<file path="src/rtl/scan_addr_arbiter.sv">
module scan_addr_arbiter #(
  parameter int AW = 6,
  parameter int IRW = 8,
  parameter int unsigned INTERROG_OP = 'h3A
) (
  input  logic           clk,
  input  logic           rst_n,
  input  logic           go_wait,
  input  logic           capture_ir,
  input  logic           shift_ir,
  input  logic           update_ir,
  input  logic [IRW-1:0] ir_value,
  input  logic [AW-1:0]  slot_addr,
  input  logic           bus_sense,
  output logic           drive_low,
  output logic           drive_en,
  output logic [2:0]     state_o
);
  localparam int CW = $clog2(AW + 1);

  typedef enum logic [2:0] {
    S_IDLE  = 3'd0,
    S_ARMED = 3'd1,
    S_SHIFT = 3'd2,
    S_LOST  = 3'd3,
    S_DONE  = 3'd4
  } st_t;

  st_t           st;
  logic [AW-1:0] sr;
  logic [CW-1:0] cnt;

  wire is_op = (ir_value == IRW'(INTERROG_OP));
  wire sent  = (cnt == CW'(AW));
  wire lose  = drive_en && (bus_sense != sr[0]);

  assign drive_en  = shift_ir && (st == S_SHIFT) && !sent;
  assign drive_low = drive_en && !sr[0];
  assign state_o   = st;

  always_ff @(posedge clk) begin
    if (!rst_n || go_wait) begin
      st  <= S_IDLE;
      sr  <= '0;
      cnt <= '0;
    end else if (update_ir) begin
      case (st)
        S_IDLE:          if (is_op) st <= S_ARMED;
        S_ARMED, S_LOST: st <= is_op ? S_ARMED : S_IDLE;
        S_SHIFT:         st <= sent ? S_DONE : (is_op ? S_ARMED : S_IDLE);
        default:         st <= st;
      endcase
    end else if (capture_ir) begin
      if (st == S_ARMED) begin
        sr  <= ~slot_addr;
        cnt <= '0;
        st  <= S_SHIFT;
      end
    end else if (drive_en) begin
      if (lose) begin
        st <= S_LOST;
      end else begin
        sr  <= sr >> 1;
        cnt <= cnt + CW'(1);
      end
    end
  end


  idle_after_wait_chk: assert property (@(posedge clk) disable iff (!rst_n)
    go_wait |=> (state_o == 3'd0 && !drive_en));


  low_needs_en_chk: assert property (@(posedge clk) disable iff (!rst_n)
    drive_low |-> drive_en);


  backoff_chk: assert property (@(posedge clk) disable iff (!rst_n)
    (drive_en && !drive_low && !bus_sense && !go_wait) |=> (state_o == 3'd3));


  win_done_chk: assert property (@(posedge clk) disable iff (!rst_n)
    (st == S_SHIFT && sent && update_ir && !go_wait) |=> (state_o == 3'd4));


  done_hold_chk: assert property (@(posedge clk) disable iff (!rst_n)
    (state_o == 3'd4 && !go_wait) |=> (state_o == 3'd4));


  done_silent_chk: assert property (@(posedge clk) disable iff (!rst_n)
    (state_o == 3'd4) |-> !drive_en);


  exit_chk: assert property (@(posedge clk) disable iff (!rst_n)
    (update_ir && !is_op && !go_wait && (st == S_ARMED || st == S_LOST))
      |=> (state_o == 3'd0));
endmodule

</file>
<file path="config.mk">
export PLATFORM = sky130hd
export DESIGN_NAME = scan_addr_arbiter
export DESIGN_NICKNAME = d
export VERILOG_FILES = /design/src/rtl/scan_addr_arbiter.sv
export SDC_FILE = /design/constraint.sdc
export NUM_CORES = 1
export LEC_CHECK = 0
export CELL_PAD_IN_SITES_DETAIL_PLACEMENT = 1
export CELL_PAD_IN_SITES_GLOBAL_PLACEMENT = 1
export CORE_ASPECT_RATIO = 0.7
export CORE_MARGIN = 2
export CORE_UTILIZATION = 30
export CTS_CLUSTER_DIAMETER = 30
export DETAILED_ROUTE_END_ITERATION = 8
export PLACE_DENSITY = 0.74
export SYNTH_ARGS = -nofsm -noshare
export SYNTH_HDL_FRONTEND = slang
export SYNTH_SLANG_ARGS = --single-unit
</file>
<file path="constraint.sdc">
create_clock -name clk -period 2.6 [get_ports clk]
set_input_delay 0.26 -clock clk [delete_from_list [all_inputs] [get_ports clk]]
set_output_delay 0.26 -clock clk [all_outputs]
set_load 0.01 [all_outputs]
</file>
# Word-level counts from Yosys, hierarchy flattened

Cells that the tools add are included.

Add/subtract/negate cells: 1
Equal/unequal tests: 11
Muxes and demuxes: 17
Bitwise gates (word level): 2
Reduce and logical (&&, ||, !) cells: 15

Operators with widths:

| cell                                                  | number |
|---|---|
| two-way mux 3 bit                                     | 11 |
| two-way mux 6 bit                                     | 4 |
| case mux 3 bit (3 select lines)                       | 1 |
| == test 8 x 6 -> 1 bit, second input constant         | 1 |
| == test 3 x 2 -> 1 bit, second input constant         | 2 |
| NOT 6 bit                                             | 1 |
| nonzero test 3 bit                                    | 2 |
| AND reduction 5 bit                                   | 1 |
| logical AND 1 bit                                     | 4 |
| inequality test 4 x 1 -> 1 bit, second input constant | 1 |
| AND reduction 4 bit                                   | 1 |
| adder 3 x 1 -> 3 bit, second input constant           | 1 |
| == test 3 x 1 -> 1 bit, second input constant         | 1 |
| == test 3 bit, second input constant                  | 1 |
| logical NOT 1 bit                                     | 3 |
| logical NOT 3 bit                                     | 1 |
| inequality test 3 x 1 -> 1 bit, second input constant | 1 |
| inequality test 3 bit, second input constant          | 1 |
| inequality test 2 x 1 -> 1 bit, second input constant | 1 |
| inequality test 2 bit, second input constant          | 1 |
| nonzero test 2 bit                                    | 1 |
| OR reduction 2 bit                                    | 1 |
| logical OR 1 bit                                      | 1 |
| two-way mux 1 bit                                     | 1 |
| 2 further kinds                                       | 2 |

Register bits after elaboration: 12
Bits of input ports: 21
Output and inout port bits: 5

# Longest topological paths before layout

Depth after elaboration: 8
Gate-level depth with buffers: 7
Depth with buffers taken out: 6

# Least setup slack after synthesis

Ideal clock, no wire load.

Path kind: register to register
From: reg cnt[0]
To: reg st[0], in the netlist state_o[0]
Setup time: 72 ps
Data arrival time: 1832 ps
Required time: 2528 ps
Slack: 697 ps
Cell stages (with the launch flop): 7
Buffers on the path: 0
Period minus slack after synthesis: 1903 ps
Cells stage by stage: dfxtp_1 > inv_1 > ha_1 > and2_1 > or4b_1 > a222oi_1 > mux2i_1

Word-level cells in the longest chain between the ends: 6
Elaborated cells between the ends (all ways): 10
Those cells by class: eq/ne: 1; mux: 3; reduce/logical: 6

RTL lines:

| element                       | RTL line | RTL |
|---|---|---|
| start: declaration            | 31       | `logic [CW-1:0] cnt;` |
| start signal: assignment      | 64       | `cnt <= cnt + CW'(1);` |
| == test 3 bit *               | 34       | `wire sent = (cnt == CW'(AW));` |
| logical NOT 1 bit             | 37       | `assign drive_en = shift_ir && (st == S_SHIFT) && !sent;` |
| logical AND 1 bit             | 37       |  |
| logical AND 1 bit             | 35       | `wire lose = drive_en && (bus_sense != sr[0]);` |
| nonzero test 3 bit (no line)  | n/a      |  |
| AND reduction 5 bit (no line) | n/a      |  |
| end signal: assignment        | 49       | `S_ARMED, S_LOST: st <= is_op ? S_ARMED : S_IDLE;` |
| end signal: assignment        | 50       | `S_SHIFT: st <= sent ? S_DONE : (is_op ? S_ARMED : S_IDLE);` |
| end signal: assignment        | 51       | `default: st <= st;` |
| end: declaration              | 29       | `st_t st;` |

Mark *: on every way between the ends. The rest lies on a longest branch, timed or not.
A chain may end at the register's enable or synchronous reset.

# Worst setup path after layout

Same ends and word-level chain as after synthesis.

==> summary.md <==
| Metric | Value |
|---|---|
| Register area | about 240 sq um |
| Setup violators final | 0 |
| Multi-input logic area | between 400 and 500 sq um |
| Clk slew on worst S/H paths | 70 ps |
| Synthesized area | approximately 710 sq um |
| Hold Fails Final Rpt | 0 |
| CP endpoint kind | register |
| Met1 Usage GRT | between 20% and 30% |
| Area of the core | 0.002190 sq mm |
| H-Tree Depth | 1 |
| Hold-fix buffers, CTS | 0 |
| Met3 Use GR | approximately 5.2% |
| DRC viols | 0 |
| Worst min path class | register to register |
| Power Density | 348.4 mW/mm^2 |
| Initial DRC Count | 40 |
| Crit path DAT | between 2000 and 2500 ps |
| Cell types occupying the most area after synthesis | dfxtp_1, a221o_1, nand3_1 |
| WP data required | 2800 ps |
| Antenna diode instance count | 0 |
| Die area | 0.002785 sq mm |
| VDD IR max | 0.2348 mV |
| Clk root buf | clkbuf_4 |
| Most frequent cells in the layout | clkdlybuf4s50_1, dfxtp_1, nor2_1 |
| DRT Pass-1 Iters | 4 |
| Detailed placement HPWL | 1680 microns |
| CP startpoint | cnt[0] |
| Synth-to-layout area growth | 43.94% |
| First-pass GRT wire length | 3712 microns |
| GP Congestion | 0.7919 |
| CTS tree | done |
| Max clock buf depth | 2 |
| Share of power burned in registers | a little over half |
| Switching share of power | 23.14% |
| Largest net degree at the start of global routing | 18 |
| FF+latch count, synth | 12 |
| Commonest non-fill, non-tap cell in the layout | clkdlybuf4s50_1 |
| RSZ-0062 raised after global routing | no |
| Clock network fraction of total power | 31.4% |
| Met2 Resource Use GR | 30.00% |
| Worst-Margin Slew | 562.5 ps |
| FMAX | 0.4512 GHz |
| Fin crit period | 2216 ps |
| Busiest grt layer | met2 |
| Share of cells above drive strength 1 | around 4.4% |
| Initial Util | 32.51% |
| Worst skew pair latency | around 260 ps |
| Fin nets | roughly 140 |
| Syn_nets | 110 |
| Sw power | roughly 0.000083 W |
| Max-Cap Viols | 0 |
| Pins Over Slew Limit | 0 |
| Vias | 782 |
| Yosys cell types | 30 |
| Post-synth EDFFs | 0 |
| Clock sinks | 12 |
| Tot GR Track Use | 17.39% |
| IO Port Bufs | 25 |
| Ys Warns | 0 |
| Synth top area share | 33.74% |
| Critical path class | register to register |
| Vias/cell | ~5.4 |
| Max FO, Critical Path | 4 |
| Setup_tns | 0 ps |
| Die Ht | 44.76 microns |
| Int Pwr | 0.0002744 W |
| LEAKAGE | 0.3412 nW |
| Synth Area per Inst | 8.183 sq um |
| Clk_skew | 1.482 ps |
| Worst hold path startpoint | sr[3] |
| Status | finished, final reports clean |
| Row cnt | 14 |
| Sequential share of the synthesized area | 33.74% |
| Setup Buffers After CTS | 0 |
| Post-synth top area cell | dfxtp_1 |
| WL final | 2155 microns |
| Initial antenna violation count | 0 |
| Crit share post-route | between 80% and 90% |
| Fin cells | 145 |
| Grt ovf | 0 |
| Fraction of registers with async set/reset | 0% |
| Hold_ws | roughly 480 ps |
| CTS buffer count | 3 |
| Vias in the first global route | 792 |
| Synth Flop Type | dfxtp_1 |
| Mapped Cells | 87 |
| Rel. slew slack | 62.41% |
| # resized after CTS | 0 |
| Wire per inst | 14.86 microns |
| Dpl cells | 142 |
| Fill cell count | ~270 |
| ANT nets after route | 0 |
| Combinational power share | between 10% and 20% |
| CP startpoint kind | register |
| Worst R2R Start | cnt[0] |
| Fin util | 46.80% |
| I/O pins | 26 |
| Die width | roughly 62 microns |
| Power after layout | 0.0003570 W |
## cell type report
type	instances	share of cell area [%]
multi-input cells	67	43.10
repair buffers	27	25.89
flip-flops and latches	12	23.44
well taps	32	3.907
clock buffers	3	2.198
inverters	4	1.465
## sequential cells by signal (all words and copies together), names as in the netlist
register	cells
cnt	3
sr	6
state_o	3
## logic make-up after synthesis
group / after synthesis / synth area share [%]
simple gates: 39 / 30.23
compound gates: 24 / 25.66
flops: 12 / 33.74
buf+inv: 8 / 4.217
fa+ha+maj: 2 / 3.514
xor+xnor: 1 / 1.230
mux: 1 / 1.406
## critical path, cell delays in order (launching register included)
cell and delay (ps):
dfxtp_1 380, inv_1 60, ha_1 200, and2_1 190, or4b_1 560, a222oi_1 510, mux2i_1 250
## path summary, 6_finish.rpt
kind	endpoint	slack, ps	depth (start not counted)
worst max-delay path	state_o[0]	380	6
worst min-delay path	sr[3]	480	2
worst max register to register	state_o[0]	380	6
worst min register to register	sr[3]	480	2
## metal layers
| metal | vias up | wire [microns] |
|---|---|---|
| li1 | 384 | - |
| met4 | 0 | 13 |
| met3 | 2 | 132 |
| met1 | 372 | 1021 |
| met2 | 24 | 988 |
| met5 | - | 0 |
## stage by stage
stage / setup WS [ps] / instance area [sq um]
4_1_cts: 386.9 / 1025
5_1_grt: 254.1 / 1025
3_3_place_gp: 384.9 / 1002
6_report: 383.9 / 1025
2_1_floorplan: 696.5 / 711.9
3_5_place_dp: 337.0 / 1002
## power by group through the flow
| stage | logic (W) | clock network (W) | registers, W |
|---|---|---|---|
| finish | 0.0000587 | 0.000112 | 0.000186 |
| detailed placement | 0.0000586 | 0 | 0.000191 |
| global route | 0.0000640 | 0.000128 | 0.000187 |
| global placement | 0.0000571 | 0 | 0.000191 |
| floorplan | 0.0000186 | 0 | 0.000191 |
| CTS | 0.0000588 | 0.000117 | 0.000186 |
## Yosys cell counts (2+ instances only)
cell       instances
o2111ai_1          2
nand2_1            5
dfxtp_1           12
a21oi_1            8
nor4bb_1           2
inv_1              4
a21o_1             2
ha_1               2
clkbuf_1           4
nor2_1            10
nor3_1             2
and2_1             2
nand3_1            9
nor2b_1            2
a221o_1            6
Power figures use the tool's default switching activity.
